`src/rtl/cseq_pkg.sv`:
```
package cseq_pkg;

    // Link condition seen from one channel's receiver.
    typedef enum logic {
        LINK_QUIET = 1'b0,
        LINK_HEARD = 1'b1
    } link_state_e;

    // Per-channel configuration bundle.
    typedef struct packed {
        logic enable;
        logic forward;
        logic autom;
        logic eod;
    } chan_cfg_t;

    // Link transitions taken at the coming edge.
    typedef struct packed {
        logic to_heard;
        logic to_quiet;
    } link_evt_t;

    // Whether the transmitter may send in a given link state.
    function automatic logic send_allowed(input logic autom, input logic forward,
                                          input link_state_e st);
        if (!autom) begin
            return 1'b1;
        end
        return forward ? (st == LINK_QUIET) : (st == LINK_HEARD);
    endfunction

    // Whether a transition opens the gate for the transmitter.
    function automatic logic gate_opens(input logic autom, input logic forward,
                                        input link_evt_t ev);
        if (!autom) begin
            return 1'b0;
        end
        return forward ? ev.to_quiet : ev.to_heard;
    endfunction

endpackage

```
`src/rtl/cseq_link_tracker.sv`:
```
module cseq_link_tracker
    import cseq_pkg::*;
#(
    parameter int CODE_W = 4
) (
    input  logic              clk,
    input  logic              rst,
    input  logic              enable,
    input  logic              eod,
    input  logic              det_valid,
    input  logic [CODE_W-1:0] det_code,
    output link_state_e       state_nxt,
    output link_evt_t         evt,
    output logic              rpt_valid,
    output logic              rpt_end,
    output logic [CODE_W-1:0] rpt_code
);

    link_state_e state_q;

    // A disabled channel keeps its link state frozen.
    always_comb begin
        state_nxt = state_q;
        if (enable) begin
            state_nxt = det_valid ? LINK_HEARD : LINK_QUIET;
        end
    end

    always_comb begin
        evt.to_heard = (state_q == LINK_QUIET) && (state_nxt == LINK_HEARD);
        evt.to_quiet = (state_q == LINK_HEARD) && (state_nxt == LINK_QUIET);
    end

    always_ff @(posedge clk) begin
        if (rst) begin
            state_q   <= LINK_QUIET;
            rpt_valid <= 1'b0;
            rpt_end   <= 1'b0;
            rpt_code  <= '0;
        end else begin
            state_q   <= state_nxt;
            rpt_valid <= evt.to_heard || (evt.to_quiet && eod);
            rpt_end   <= evt.to_quiet && eod;
            rpt_code  <= evt.to_heard ? det_code : '0;
        end
    end

    AST_END_NEEDS_EOD: assert property (@(posedge clk) disable iff (rst)
        rpt_valid && rpt_end |-> $past(eod));

    AST_DISABLED_SILENT: assert property (@(posedge clk) disable iff (rst)
        !enable |=> !rpt_valid);

    AST_ARRIVAL_CODE: assert property (@(posedge clk) disable iff (rst)
        rpt_valid && !rpt_end |-> rpt_code == $past(det_code));

endmodule

```
`src/rtl/cseq_pending_slot.sv`:
```
module cseq_pending_slot #(
    parameter int CODE_W = 4
) (
    input  logic              clk,
    input  logic              rst,
    input  logic              enable,
    input  logic              load,
    input  logic [CODE_W-1:0] load_code,
    input  logic              take,
    output logic              pend_valid,
    output logic [CODE_W-1:0] pend_code
);

    always_ff @(posedge clk) begin
        if (rst || !enable) begin
            pend_valid <= 1'b0;
            pend_code  <= '0;
        end else if (load) begin
            pend_valid <= 1'b1;
            pend_code  <= load_code;
        end else if (take) begin
            pend_valid <= 1'b0;
        end
    end

    AST_PEND_DROP_ON_DISABLE: assert property (@(posedge clk) disable iff (rst)
        !enable |=> !pend_valid);

    AST_TAKE_EMPTIES: assert property (@(posedge clk) disable iff (rst)
        enable && take && !load |=> !pend_valid);

    AST_NEWEST_KEPT: assert property (@(posedge clk) disable iff (rst)
        enable && load |=> pend_valid && pend_code == $past(load_code));

endmodule

```
`src/rtl/cseq_tx_ctrl.sv`:
```
module cseq_tx_ctrl
    import cseq_pkg::*;
#(
    parameter int CODE_W = 4
) (
    input  logic              clk,
    input  logic              rst,
    input  logic              enable,
    input  logic              forward,
    input  logic              autom,
    input  logic              cmd_hit,
    input  logic [CODE_W-1:0] cmd_code,
    input  link_state_e       state_nxt,
    input  link_evt_t         evt,
    input  logic              pend_valid,
    input  logic [CODE_W-1:0] pend_code,
    output logic [CODE_W-1:0] tx_code,
    output logic              pend_load,
    output logic              pend_take
);

    logic [CODE_W-1:0] tx_q;
    logic [CODE_W-1:0] tx_d;
    logic              allow_nxt;
    logic              opens;

    assign allow_nxt = send_allowed(autom, forward, state_nxt);
    assign opens     = gate_opens(autom, forward, evt);

    // Commands are judged against the state the link holds after this edge.
    always_comb begin
        tx_d      = tx_q;
        pend_load = 1'b0;
        pend_take = 1'b0;
        if (enable) begin
            if (!allow_nxt) begin
                tx_d      = '0;
                pend_load = cmd_hit;
            end else if (cmd_hit) begin
                tx_d      = cmd_code;
                pend_take = pend_valid;
            end else if (opens && pend_valid) begin
                tx_d      = pend_code;
                pend_take = 1'b1;
            end
        end
    end

    always_ff @(posedge clk) begin
        if (rst) begin
            tx_q <= '0;
        end else begin
            tx_q <= tx_d;
        end
    end

    assign tx_code = tx_q;

    AST_DISABLED_HOLD: assert property (@(posedge clk) disable iff (rst)
        !enable |=> $stable(tx_q));

    AST_MANUAL_HOLD: assert property (@(posedge clk) disable iff (rst)
        enable && !autom && !cmd_hit |=> $stable(tx_q));

    AST_RELEASE_CODE: assert property (@(posedge clk) disable iff (rst)
        pend_take && !cmd_hit |=> tx_q == $past(pend_code));

endmodule

```
`src/rtl/compelled_seq.sv`:
```
module compelled_seq
    import cseq_pkg::*;
#(
    parameter int NUM_CH = 2,
    parameter int CODE_W = 4,
    localparam int CH_W  = (NUM_CH > 1) ? $clog2(NUM_CH) : 1
) (
    input  logic                     clk,
    input  logic                     rst,
    input  logic [NUM_CH-1:0]        cfg_enable,
    input  logic [NUM_CH-1:0]        cfg_forward,
    input  logic [NUM_CH-1:0]        cfg_auto,
    input  logic [NUM_CH-1:0]        cfg_eod,
    input  logic                     cmd_valid,
    input  logic [CH_W-1:0]          cmd_chan,
    input  logic [CODE_W-1:0]        cmd_code,
    input  logic [NUM_CH-1:0]        det_valid,
    input  logic [NUM_CH*CODE_W-1:0] det_code,
    output logic [NUM_CH*CODE_W-1:0] tx_code,
    output logic [NUM_CH-1:0]        rpt_valid,
    output logic [NUM_CH-1:0]        rpt_end,
    output logic [NUM_CH*CODE_W-1:0] rpt_code
);

    for (genvar i = 0; i < NUM_CH; i++) begin : g_ch
        chan_cfg_t         cfg;
        logic              cmd_hit;
        link_state_e       state_nxt;
        link_evt_t         evt;
        logic              pend_valid;
        logic [CODE_W-1:0] pend_code;
        logic              pend_load;
        logic              pend_take;

        assign cfg.enable  = cfg_enable[i];
        assign cfg.forward = cfg_forward[i];
        assign cfg.autom   = cfg_auto[i];
        assign cfg.eod     = cfg_eod[i];
        assign cmd_hit     = cmd_valid && (cmd_chan == CH_W'(i));

        cseq_link_tracker #(.CODE_W(CODE_W)) u_link (
            .clk       (clk),
            .rst       (rst),
            .enable    (cfg.enable),
            .eod       (cfg.eod),
            .det_valid (det_valid[i]),
            .det_code  (det_code[i*CODE_W +: CODE_W]),
            .state_nxt (state_nxt),
            .evt       (evt),
            .rpt_valid (rpt_valid[i]),
            .rpt_end   (rpt_end[i]),
            .rpt_code  (rpt_code[i*CODE_W +: CODE_W])
        );

        cseq_pending_slot #(.CODE_W(CODE_W)) u_slot (
            .clk        (clk),
            .rst        (rst),
            .enable     (cfg.enable),
            .load       (pend_load),
            .load_code  (cmd_code),
            .take       (pend_take),
            .pend_valid (pend_valid),
            .pend_code  (pend_code)
        );

        cseq_tx_ctrl #(.CODE_W(CODE_W)) u_tx (
            .clk        (clk),
            .rst        (rst),
            .enable     (cfg.enable),
            .forward    (cfg.forward),
            .autom      (cfg.autom),
            .cmd_hit    (cmd_hit),
            .cmd_code   (cmd_code),
            .state_nxt  (state_nxt),
            .evt        (evt),
            .pend_valid (pend_valid),
            .pend_code  (pend_code),
            .tx_code    (tx_code[i*CODE_W +: CODE_W]),
            .pend_load  (pend_load),
            .pend_take  (pend_take)
        );

        AST_FWD_FORCED_OFF: assert property (@(posedge clk) disable iff (rst)
            cfg_enable[i] && cfg_auto[i] && cfg_forward[i] && det_valid[i]
            |=> tx_code[i*CODE_W +: CODE_W] == '0);

        AST_BWD_FORCED_OFF: assert property (@(posedge clk) disable iff (rst)
            cfg_enable[i] && cfg_auto[i] && !cfg_forward[i] && !det_valid[i]
            |=> tx_code[i*CODE_W +: CODE_W] == '0);
    end

endmodule

```
`config.mk`:
```
export PLATFORM = sky130hd
export DESIGN_NAME = compelled_seq
export DESIGN_NICKNAME = d
export VERILOG_FILES = /design/src/rtl/cseq_pkg.sv /design/src/rtl/cseq_link_tracker.sv /design/src/rtl/cseq_pending_slot.sv /design/src/rtl/cseq_tx_ctrl.sv /design/src/rtl/compelled_seq.sv
export SDC_FILE = /design/constraint.sdc
export NUM_CORES = 1
export LEC_CHECK = 0
export CELL_PAD_IN_SITES_DETAIL_PLACEMENT = 2
export CELL_PAD_IN_SITES_GLOBAL_PLACEMENT = 2
export CORE_MARGIN = 2
export CORE_UTILIZATION = 25
export CTS_CLUSTER_SIZE = 28
export DETAILED_ROUTE_END_ITERATION = 10
export DONT_BUFFER_PORTS = 1
export PLACE_DENSITY_LB_ADDON = 0.1
export SYNTH_ARGS = -nofsm -noshare
export SYNTH_HDL_FRONTEND = slang
export SYNTH_SLANG_ARGS = --single-unit
```
`constraint.sdc`:
```
create_clock -name clk -period 1.6 [get_ports clk]
set_clock_uncertainty 0.15 [all_clocks]
set_input_delay 0.16 -clock clk [delete_from_list [all_inputs] [get_ports clk]]
set_output_delay 0.16 -clock clk [all_outputs]
set_load 0.01 [all_outputs]
```
# Word level (Yosys, flattened, before mapping)
# Index checks and enable logic that the tools add are counted.
dict set report op_classes {
  eq_ne 2
  n_lt_le_gt_ge 0
  n_mux 34
  n_shift 0
  reduce_logical 22
  add_sub_neg 0
  mul 0
  bitwise_logic 7
  div 0
}
# operator n
set ops {}
lappend ops {{two-way mux 1 bit} 28}
lappend ops {{two-way mux 4 bit} 6}
lappend ops {{logical AND 1 bit} 10}
lappend ops {{NOT 1 bit} 7}
lappend ops {{!= test 3 x 2 -> 1 bit (second input constant)} 2}
lappend ops {{logical OR 1 bit} 4}
lappend ops {{AND reduction 2 bit} 2}
lappend ops {{nonzero test 2 bit} 2}
lappend ops {{OR reduction 2 bit} 2}
lappend ops {{logical NOT 1 bit} 2}
dict set report word_totals {
  n_memories 0
  ramBits 0
  inputBits 26
  output_inout_bits 20
  rom_bits 0
  latch_bits 0
  regBits 32
  elab_cells 79
}

# Logic depth before layout (Yosys ltp)
# Gate-level depths: netlist (run 1).
dict set report depth {
  word_depth 13
  ltp_mapped 5
  ltp_nobuf 4
}

# By module
# Synthesis (run 1) repeated with hierarchy kept, for this count alone.
dict set report unflattened {
  hier_cells 134
  hier_area_um2 1412.6
}
# module cells_each seq_area_each_um2 area_per_inst_um2 n_inst
set modules_own_cells {}
lappend modules_own_cells {cseq_tx_ctrl 26 80.1 267.8 2}
lappend modules_own_cells {cseq_link_tracker 22 140.1 242.7 2}
lappend modules_own_cells {cseq_pending_slot 18 100.1 187.7 2}
lappend modules_own_cells {compelled_seq 2 0.0 16.3 1}

# Worst setup path before layout (run 1)
# No wires, ideal clock.
dict set report synth_path {
  path_kind {register -> register}
  start {register g_ch[0].u_link.state_q}
  end {register g_ch[0].u_slot.pend_valid}
  required_ns 1.334
  arrival_ns 1.136
  setup_time_ns 0.116
  slack_ns 0.198
  path_stages_with_launch 5
  n_path_buf 0
  synth_period_minus_slack_ns 1.402
  path_cell_list {dfxtp_1 or3b_4 a21oi_4 o21ai_0 o211a_1}
}
dict set report synth_between {
  elab_chain_len 11
  word_cells_on_any_way 18
  cone_classes {12 x mux; 2 x bitwise; 4 x reduce/logical}
}
# item line
set synth_rtl {}
lappend synth_rtl {{start, declared} cseq_link_tracker.sv:19} ;# link_state_e state_q;
lappend synth_rtl {{start signal, assigned} cseq_link_tracker.sv:41} ;# state_q <= state_nxt;
lappend synth_rtl {{two-way mux 1 bit} cseq_link_tracker.sv:24} ;# if (enable) begin
lappend synth_rtl {{NOT 1 bit} {cseq_pkg.sv:29, cseq_link_tracker.sv:31}}
lappend synth_rtl {{logical AND 1 bit} cseq_link_tracker.sv:31} ;# evt.to_quiet = (state_q == LINK_HEARD) && (state_nxt == LINK_QUIET);
lappend synth_rtl {{two-way mux 1 bit (2 in series)} cseq_pkg.sv:38} ;# return forward ? ev.to_quiet : ev.to_heard;
lappend synth_rtl {{logical AND 1 bit} cseq_tx_ctrl.sv:42} ;# end else if (opens && pend_valid) begin
lappend synth_rtl {{two-way mux 1 bit} cseq_tx_ctrl.sv:42}
lappend synth_rtl {{two-way mux 1 bit} cseq_tx_ctrl.sv:39} ;# end else if (cmd_hit) begin
lappend synth_rtl {{two-way mux 1 bit} cseq_tx_ctrl.sv:36} ;# if (!allow_nxt) begin
lappend synth_rtl {{two-way mux 1 bit} cseq_tx_ctrl.sv:35} ;# if (enable) begin
lappend synth_rtl {{nonzero test 2 bit (no line)} n/a}
lappend synth_rtl {{end signal, assigned} cseq_pending_slot.sv:16} ;# pend_valid <= 1'b0;
lappend synth_rtl {{end signal, assigned} cseq_pending_slot.sv:19} ;# pend_valid <= 1'b1;
lappend synth_rtl {{end signal, assigned} cseq_pending_slot.sv:22} ;# pend_valid <= 1'b0;
lappend synth_rtl {{end, declared} cseq_pending_slot.sv:10} ;# output logic pend_valid,
# Parallel ways exist; a longest one is shown, timed or not.
# A chain may end at the register's enable or synchronous reset.

==> impl_metrics.py, run 1 <==
metrics = {
    "timing": {
        "tns_ns": 0,
        "fmax_mhz": 660,
        "finalHoldViolations": 1,
        "rsz0062_at_grt": "no",
        "whs_ns": -0.00635,
        "max_slew_margin": 0.650,
        "report.final.slew_viol_count": 0,
        "period_needed_ns": 1.51,
        "tightest_slew_ns": 0.524,
        "setup_viol": 0,
        "fin_crit_sh": 0.947,
    },
    "route": {
        "firstDrtPassIters": 2,
        "drt.antenna.violating_nets": 0,
        "vias_per_cell": 4.54,
        "routed-via-count": 1031,
        "wl_per_cell_um": 16.0,
        "drt_iter0_drc": 39,
        "drc": 0,
        "drt-total-wl_um": 3630,
    },
    "setup_path": {
        "cp_max_fo": 7,
        "endpoint": "g_ch[1].u_link.rpt_valid$_SDFF_PP0_",
        "r2r_cells": 4,
        "timing.rr.start": "g_ch[0].u_link.state_q$_SDFF_PP0_",
        "cp.arrival_ns": 1.53,
        "start_kind": "primary input",
        "worstPathRequired_ns": 1.62,
        "r2r_setup_slack_ns": 0.12,
        "timing.rr.end": "g_ch[0].u_tx.tx_code[1]$_SDFFE_PP0P_",
        "crit_path_end_kind": "flop",
        "critPathLaunch": "rst",
        "crit_type": "primary input to flop",
    },
    "logic_synthesis": {
        "synth_cells": 131,
        "syn_area_um2": 1420,
        "ys_async_sr_fraction": 0,
        "synth-seq-cells": 32,
        "synth_cell_types": 37,
        "avgSynthCellArea_um2": 10.9,
        "ys.flop_type": "dfxtp_1",
        "syn_nets": 157,
        "yosys_warnings": 0,
        "synth-seq-area-share": 0.450,
        "synth_edf_count": 0,
    },
    "clocking": {
        "cts-htree-levels": 2,
        "clock_path_buffers": 2,
        "cts-root-buf": "clkbuf_8",
        "tritoncts": "yes",
        "clkTransAtPathRegs_ns": 0.07,
        "clock-sinks": 32,
        "insertion_delay_ns": 0.28,
        "cts_buffers": 5,
    },
    "floorplan": {
        "design.die.area_um2": 6320,
        "coreArea_um2": 5510,
        "dieHeight_um": 79.5,
        "ios": 46,
        "initial_core_util": 0.259,
        "rows": 27,
        "die_w_um": 79.5,
    },
    "power_and_ir_drop": {
        "p_int_mw": 1.25,
        "p_seq_frac": 0.505,
        "comb_power_share": 0.106,
        "p_switching_mw": 0.387,
        "p_per_area_nw_per_um2": 918,
        "switching_share": 0.236,
        "p_leak_nw": 0.637,
        "ir_drop_v": 0.000372,
        "clkPwrFrac": 0.389,
    },
    "grt": {
        "grt_pass1_wl_um": 5860,
        "grt_use_total": 0.124,
        "first_global_vias": 1163,
        "antenna_found_initial": 0,
        "grt_max_degree": 10,
        "overflow": 0,
    },
    "run_status": {
        "violations": "hold timing",
        "status": "finished with violations",
    },
    "flow_run": {
        "cap_violations": 0,
    },
    "final_layout": {
        "fill_cells": 593,
        "nets": 180,
        "syn_to_final_growth_pct": 25.3,
        "drive_above_1_share": 0.155,
        "antennaDiodeCount": 0,
    },
    "worst_hold_path": {
        "hold_path_class": "primary input to flop",
    },
    "placement": {
        "io_buffers": 0,
        "hpwl_um": 2630,
        "gp_congestion": 0.682,
    },
}
-- flip-flops by register name, indices dropped and copies added, names as in the netlist --
name	cells
g_ch.u_link.rpt_end	2
g_ch.u_slot.pend_code	8
g_ch.u_link.state_q	2
g_ch.u_link.rpt_code	8
g_ch.u_slot.pend_valid	2
g_ch.u_tx.tx_code	8
g_ch.u_link.rpt_valid	2
-- per-layer routing --
metal  global-route usage  share of wire
met4               0.0466          0.011
met1                0.136           0.43
met3               0.0430          0.062
met5                    0              0
met2                0.218           0.49
-- how the worst min path moves through the flow --
stage	start	end	slack [ns]	depth (start not counted)
after floorplan	det_valid[0]	g_ch[0].u_link.rpt_end$_SDFF_PP0_	0.09	1
after global placement	rst	g_ch[0].u_link.state_q$_SDFF_PP0_	0.09	1
after detailed placement	rst	g_ch[1].u_link.state_q$_SDFF_PP0_	0.09	1
after CTS	cmd_chan	g_ch[0].u_slot.pend_code[3]$_SDFFE_PP0P_	0.001	3
after global routing	cfg_enable[1]	g_ch[1].u_slot.pend_code[2]$_SDFFE_PP0P_	0.02	2
final	det_valid[0]	g_ch[0].u_link.state_q$_SDFF_PP0_	-0.006	2
-- placed cells by master (no fill, tap or decap), types with 3 or more instances in the layout --
| master | count |
|---|---|
| nand2b_1 | 3 |
| mux2i_1 | 18 |
| dfxtp_1 | 32 |
| nor3_1 | 3 |
| o2bb2ai_1 | 8 |
| dlygate4sd3_1 | 21 |
| and2_1 | 9 |
| nand2_1 | 7 |
| clkbuf_8 | 6 |
| nor2_1 | 10 |
-- power by group through the flow --
stage	sequential [mW]	clock, mW	combinational (mW)
2_1_floorplan	0.843	0	0.112
3_3_place_gp	0.846	0	0.118
3_5_place_dp	0.847	0	0.122
4_1_cts	0.828	0.665	0.176
5_1_grt	0.829	0.712	0.192
6_report	0.828	0.637	0.173
-- synthesized netlist by cell type, types with 2 or more instances --
cell       instances  share of area
mux2i_1           18           0.13
nor2_1            10          0.026
xor2_2             2          0.023
dfxtp_1           32           0.45
nand3_1            2         0.0070
buf_4              5          0.026
nand2b_1           3          0.013
o21ai_0            2         0.0070
inv_1              2         0.0053
nand2_1            7          0.018
or2_1              2         0.0088
nor3_1             3          0.011
o2bb2ai_1          8          0.049
and2_1             9          0.040
nor2_2             2         0.0088
nand3b_1           2          0.011
clkbuf_1           2         0.0053
-- cell type report --
type / instances / area [µm²] / area share
clock buffers: 8 / 90.1 / 0.0505
inverters: 2 / 7.51 / 0.00421
multi-input cells: 90 / 731 / 0.410
flip-flops and latches: 32 / 641 / 0.359
well taps: 72 / 90.1 / 0.0505
repair buffers: 23 / 225 / 0.126
-- metrics by stage --
stage / total power [mW] / instance area (µm²) / utilization / cells / setup WS (ns)
after floorplan: 0.955 / 1420 / - / 131 / 0.198
after global placement: 0.964 / 1480 / 0.268 / 197 / 0.141
after detailed placement: 0.969 / 1480 / 0.268 / 197 / 0.0895
after CTS: 1.67 / 1780 / 0.323 / 226 / 0.0409
after global routing: 1.73 / 1780 / 0.324 / 227 / 0.0151
final: 1.64 / 1780 / 0.324 / 227 / 0.0854
-- cell families (layout without fill, tap and decap cells) --
group / after synthesis / in the layout / share of synthesized area
and+or+nand+nor: 48 / 48 / 0.207
DFF: 32 / 32 / 0.450
AOI/OAI and AO/OA: 20 / 20 / 0.143
muxes: 19 / 19 / 0.134
buffers and inverters: 9 / 33 / 0.0369
xor gates and xnor gates: 3 / 3 / 0.0290
-- critical path, cell delays in order --
cell	delay, ns
dlygate4sd3_1	0.81
nor2b_1	0.15
and4b_1	0.21
or2_1	0.20
-- timing repair --
action | 4_1_cts | 5_1_grt
setup endpoints to repair | 0 | 1
hold buffers | 21 | 0
endpoints found under the hold margin | 29 | 0
resized for setup | 0 | 0
setup buffers | 0 | 1
(Power assumes the default switching activity.)
==> inputs of run 2 (changes only) <==
Settings changed: ABC_AREA from default to 1, RECOVER_POWER from default to 50.
==> run 2 against run 1 <==
The run now ends clean; clock-buffer cell count down 3; sequential cell count did not move; die area is 1.7% higher; final cell count is 28% higher; critical endpoint is now g_ch[0].u_link.rpt_end$_SDFF_PP0_; design area up 1.9%; non-clock buffer count rose by 2; hold slack improved by 0.015 ns; total power up 0.29%; worst setup slack worse by 0.00077 ns.
==> impl_metrics.py, run 2 <==
metrics = {
    "setup_path": {
        "cp_max_fo": 4,
        "crit_path_end_kind": "flop",
        "endpoint": "g_ch[0].u_link.rpt_end$_SDFF_PP0_",
        "timing.rr.end": "g_ch[0].u_link.rpt_end$_SDFF_PP0_",
        "critPathLaunch": "g_ch[0].u_link.state_q$_SDFF_PP0_",
        "crit_type": "flop to flop",
        "r2r_cells": 4,
        "timing.rr.start": "g_ch[0].u_link.state_q$_SDFF_PP0_",
        "cp.arrival_ns": 1.58,
        "r2r_setup_slack_ns": 0.08,
        "worstPathRequired_ns": 1.66,
        "start_kind": "flop",
    },
    "floorplan": {
        "ios": 46,
        "die_w_um": 80.1,
        "dieHeight_um": 80.1,
        "initial_core_util": 0.262,
        "design.die.area_um2": 6420,
        "coreArea_um2": 5540,
        "rows": 27,
    },
    "power_and_ir_drop": {
        "ir_drop_v": 0.000285,
        "p_leak_nw": 0.744,
        "p_per_area_nw_per_um2": 904,
    },
    "worst_hold_path": {
        "hold_path_class": "primary input to flop",
    },
    "timing": {
        "report.final.slew_viol_count": 0,
        "tightest_slew_ns": 0.755,
        "max_slew_margin": 0.496,
        "fin_crit_sh": 0.947,
        "finalHoldViolations": 0,
        "tns_ns": 0,
        "period_needed_ns": 1.52,
        "rsz0062_at_grt": "no",
        "setup_viol": 0,
        "fmax_mhz": 660,
    },
    "placement": {
        "dpl_cell_area_um2": 1490,
        "gp_congestion": 0.739,
        "hpwl_um": 3000,
        "io_buffers": 0,
    },
    "grt": {
        "grt_use_total": 0.129,
        "grt_max_degree": 17,
        "overflow": 0,
        "grt_pass1_wl_um": 6350,
        "first_global_vias": 1353,
        "antenna_found_initial": 0,
    },
    "logic_synthesis": {
        "synth_top_area_cell": "dfxtp_1",
        "synth_edf_count": 0,
        "synth.top_cell.area_share": 0.442,
        "synth-seq-area-share": 0.442,
        "synth-seq-cells": 32,
        "synth_cell_types": 25,
        "ys.flop_type": "dfxtp_1",
        "synth_area_leaders": "dfxtp_1 44%, nand2_1 9.3%, nor2_1 7.8%",
        "yosys_warnings": 0,
        "synth_top_cells_by_count": "36 x nand2_1, 32 x dfxtp_1, 30 x nor2_1, 22 x inv_1, 15 x nand3_1",
        "ys_async_sr_fraction": 0,
        "yosysMostFrequentCell": "nand2_1",
        "syn_nets": 219,
        "synth_cells": 193,
        "avgSynthCellArea_um2": 7.51,
        "syn_area_um2": 1450,
    },
    "route": {
        "vias_per_cell": 4.49,
        "drt.antenna.violating_nets": 0,
        "wl_per_cell_um": 14.0,
        "drt_iter0_drc": 19,
        "routed-via-count": 1302,
        "drt-total-wl_um": 4050,
        "drc": 0,
        "firstDrtPassIters": 2,
    },
    "clocking": {
        "tritoncts": "yes",
        "clock_path_buffers": 2,
        "cts-root-buf": "clkbuf_8",
        "clock-sinks": 32,
        "clkTransAtPathRegs_ns": 0.07,
        "insertion_delay_ns": 0.28,
        "cts-htree-levels": 2,
        "postCtsSetupRepairBufs": 0,
        "cts_buffers": 5,
    },
    "flow_run": {
        "cap_violations": 0,
    },
    "run_status": {
        "status": "completed",
    },
    "final_layout": {
        "nets": 243,
        "mostFrequentLayoutCell": "nand2_1",
        "postLayoutCellArea_um2": 1820,
        "antennaDiodeCount": 0,
        "syn_to_final_growth_pct": 25.5,
        "drive_above_1_share": 0.124,
        "layout_common_cells": "36 x nand2_1, 31 x dfxtp_1, 30 x nor2_1",
    },
}
-- run 2: cell count changes in the layout (fill, tap and decap cells not counted), moves of 4 or more --
| cell | before | now |
|---|---|---|
| nand2_1 | 7 | 36 |
| inv_1 | 2 | 22 |
| nor2_1 | 10 | 30 |
| mux2i_1 | 18 | 0 |
| nand3_1 | 2 | 15 |
| o21ai_0 | 2 | 14 |
| a21oi_1 | 1 | 10 |
| and2_1 | 9 | 0 |
| o2bb2ai_1 | 8 | 0 |
| o21ai_1 | 0 | 4 |
-- run 2: cell families after synthesis --
logic type / count (synthesis) / synth area share
AO/OA/AOI/OAI: 31 / 0.113
buffers and inverters: 34 / 0.114
flip-flops: 32 / 0.442
AND/OR/NAND/NOR: 96 / 0.331
-- run 2: worst min-delay path by stage --
stage	startpoint	cells after the start	to	slack, ns
after global placement	rst	1	g_ch[1].u_tx.tx_code[2]$_SDFFE_PP0P_	0.08
final	cfg_enable[0]	3	g_ch[0].u_tx.tx_code[1]$_SDFFE_PP0P_	0.009
after detailed placement	rst	1	g_ch[1].u_tx.tx_code[0]$_SDFFE_PP0P_	0.09
after floorplan	rst	1	g_ch[1].u_tx.tx_code[0]$_SDFFE_PP0P_	0.08
after CTS	cfg_enable[0]	2	g_ch[0].u_slot.pend_valid$_SDFFE_PP0P_	-0.07
after global routing	cfg_enable[0]	3	g_ch[0].u_tx.tx_code[2]$_SDFFE_PP0P_	0.02
-- run 2: repair_timing --
action / CTS / global route
hold buffers: 21 / 3
endpoints found under the hold margin: 32 / 2
endpoints found under the setup margin: 0 / 18
gates resized for setup: 0 / 4
-- run 2: final cells by class --
| type | count | area, µm² |
|---|---|---|
| fill | 655 | 3720 |
| multi-input combinational | 127 | 651 |
| tap | 72 | 90.1 |
| sequential | 32 | 642 |
| clock inverter | 3 | 18.8 |
| clock buffer | 5 | 68.8 |
| inverter | 26 | 104 |
| timing repair buffer | 25 | 244 |
-- run 2: routing by layer --
layer / up-vias / GRT usage / share of wire
met5: - / 0 / 0
met4: 0 / 0.0458 / 0.0099
met3: 4 / 0.0461 / 0.067
met2: 38 / 0.227 / 0.50
met1: 603 / 0.143 / 0.42
li1: 657 / - / -
-- run 2: stage by stage --
step	utilization	setup WS, ns	hold slack [ns]	instances	power, mW
2_1_floorplan	-	0.285	0.0791	193	0.978
3_3_place_gp	0.268	0.127	0.0844	258	0.983
3_5_place_dp	0.268	0.0917	0.0856	258	0.989
4_1_cts	0.322	0.0236	-0.0738	287	1.66
5_1_grt	0.328	0.0000356	0.0227	290	1.73
6_report	0.328	0.0847	0.00883	290	1.64
-- run 2: where the power goes --
part	switching (mW)	internal (mW)	total [mW]
Sequential	0.0196	0.817	0.837
Clock	0.312	0.303	0.615
Combinational	0.111	0.0813	0.192
Total	0.442	1.20	1.64
-- run 2: worst max-delay path: stages (launching register included) --
cell	delay (ns)
dfxtp_2	0.35
o21ai_4	0.19
nand3_1	0.11
dlygate4sd3_1	0.58
nor2_1	0.08
==> inputs of run 3 (changes only) <==
Settings changed: CORE_UTILIZATION 25 to 33.
==> run 3 against run 2 <==
The run now ends with hold timing left; register-to-register slack hardly changed; worst setup slack improved by 0.0051 ns; first-iteration DRC count grew 89%; non-clock buffer count shrank 3; sequential power about the same; combinational power about the same; core utilization grew 9.4 points.
==> impl_metrics.py, run 3 (synthesized netlist as in run 2, its figures left out) <==
metrics = {
    "placement": {
        "hpwl_um": 2920,
        "gp_congestion": 0.733,
        "pre_cts_ws_ns": 0.0604,
        "io_buffers": 0,
    },
    "clocking": {
        "cts-htree-levels": 2,
        "clock-sinks": 32,
        "clkTransAtPathRegs_ns": 0.07,
        "insertion_delay_ns": 0.29,
        "clock_path_buffers": 2,
        "cts_buffers": 5,
        "tritoncts": "yes",
        "cts-root-buf": "clkbuf_8",
        "postCtsSetupRepairBufs": 0,
    },
    "final_layout": {
        "mostFrequentLayoutCell": "nand2_1",
        "antennaDiodeCount": 0,
        "drive_above_1_share": 0.149,
        "syn_to_final_growth_pct": 25.1,
        "nets": 240,
        "layout_common_cells": "34 x nand2_1, 31 x dfxtp_1, 30 x nor2_1",
    },
    "worst_hold_path": {
        "holdPathEnd": "g_ch[0].u_slot.pend_valid$_SDFFE_PP0P_",
        "hold_path_class": "primary input to flop",
        "min_path_cells": 2,
        "hp-start": "cfg_enable[0]",
    },
    "floorplan": {
        "initial_core_util": 0.337,
        "design.die.area_um2": 4940,
        "dieHeight_um": 70.3,
        "coreArea_um2": 4290,
        "rows": 24,
        "die_w_um": 70.3,
        "ios": 46,
    },
    "power_and_ir_drop": {
        "p_per_area_nw_per_um2": 998,
        "p_leak_nw": 0.757,
        "ir_drop_v": 0.000354,
    },
    "timing": {
        "whs_ns": -0.0712,
        "tightest_slew_ns": 0.686,
        "max_slew_margin": 0.543,
        "report.final.slew_viol_count": 0,
        "final.setup.worst_slack_ns": 0.0897,
        "finalHoldViolations": 6,
        "setup_viol": 0,
        "period_needed_ns": 1.51,
        "fmax_mhz": 662,
        "fin_crit_sh": 0.944,
        "tns_ns": 0,
    },
    "route": {
        "routed-via-count": 1301,
        "vias_per_cell": 4.87,
        "wl_per_cell_um": 15.4,
        "firstDrtPassIters": 4,
        "drt-total-wl_um": 4110,
        "drt.antenna.violating_nets": 0,
        "drt_iter0_drc": 36,
        "drc": 0,
    },
    "setup_path": {
        "timing.rr.start": "g_ch[0].u_link.state_q$_SDFF_PP0_",
        "cp.arrival_ns": 1.59,
        "r2r_cells": 4,
        "timing.rr.end": "g_ch[0].u_link.rpt_end$_SDFF_PP0_",
        "crit_type": "flop to flop",
        "r2r_setup_slack_ns": 0.09,
        "worstPathRequired_ns": 1.68,
        "cp_max_fo": 4,
        "crit_path_end_kind": "flop",
        "start_kind": "flop",
    },
    "grt": {
        "first_global_vias": 1423,
        "grt_use_total": 0.184,
        "grt_max_degree": 17,
        "overflow": 0,
        "antenna_found_initial": 0,
        "grt_pass1_wl_um": 7030,
    },
    "run_status": {
        "status": "finished with violations",
        "violations": "hold timing",
    },
    "flow_run": {
        "cap_violations": 0,
    },
}
==> run 3: changes by cell type in the layout (fill, tap and decap cells not counted), moves of 2 or more <==
cell / before / now
o21ai_0: 14 / 12
dlygate4sd3_1: 22 / 19
o21ai_1: 4 / 6
nand2_1: 36 / 34
a21oi_2: 0 / 2
a21oi_1: 10 / 8
==> run 3: final cells by class <==
class / count / area [µm²]
timing repair buffer: 22 / 223
multi-input combinational: 127 / 668
sequential: 32 / 642
clock buffer: 5 / 68.8
inverter: 26 / 104
fill: 494 / 2480
tap: 52 / 65.1
clock inverter: 3 / 42.5
==> run 3: stage by stage <==
stage | std cells | power, mW | area, µm² | utilization
detailed placement | 238 | 0.989 | 1460 | 0.340
finish | 267 | 1.81 | 1810 | 0.422
CTS | 265 | 1.82 | 1760 | 0.410
floorplan | 193 | 0.978 | 1450 | -
global route | 267 | 1.90 | 1810 | 0.422
global placement | 238 | 0.979 | 1460 | 0.340
==> run 3: how the worst max path moves through the flow <==
stage                                 startpoint                                       end  slack [ns]  cells after the start
2_1_floorplan  g_ch[0].u_link.state_q$_SDFF_PP0_  g_ch[0].u_slot.pend_code[0]$_SDFFE_PP0P_        0.29                      6
3_3_place_gp   g_ch[0].u_link.state_q$_SDFF_PP0_  g_ch[0].u_slot.pend_code[2]$_SDFFE_PP0P_        0.20                      6
3_5_place_dp   g_ch[0].u_link.state_q$_SDFF_PP0_  g_ch[0].u_slot.pend_code[0]$_SDFFE_PP0P_        0.06                      6
4_1_cts        g_ch[0].u_link.state_q$_SDFF_PP0_  g_ch[0].u_slot.pend_code[0]$_SDFFE_PP0P_        0.03                      6
5_1_grt        g_ch[0].u_link.state_q$_SDFF_PP0_         g_ch[0].u_link.rpt_end$_SDFF_PP0_      -0.006                      4
6_report       g_ch[0].u_link.state_q$_SDFF_PP0_         g_ch[0].u_link.rpt_end$_SDFF_PP0_        0.09                      4
==> run 3: critical path, cell delays in order, from the launching register on <==
cell and delay, ns:
dfxtp_2 0.35, o21ai_4 0.20, nand3_1 0.11, nor2_1 0.10
dlygate4sd3_1 0.55
==> run 3: layer usage <==
metal	track usage	vias to the layer above	share of wire
met5	0	-	0
met4	0.0513	0	0.011
met3	0.0577	4	0.037
met2	0.325	25	0.54
met1	0.213	624	0.42
li1	-	648	-
==> run 3: what timing repair did <==
item                                   CTS  global route
setup endpoints to repair                0            15
hold buffers                            19             2
resized for setup                        0            12
endpoints found under the hold margin   32             8
==> run 3: power breakdown <==
part / internal [mW] / switching, mW / leakage (nW)
clock: 0.461 / 0.319 / 0.0541
combinational: 0.0793 / 0.114 / 0.443
sequential: 0.817 / 0.0191 / 0.260
total: 1.36 / 0.452 / 0.757
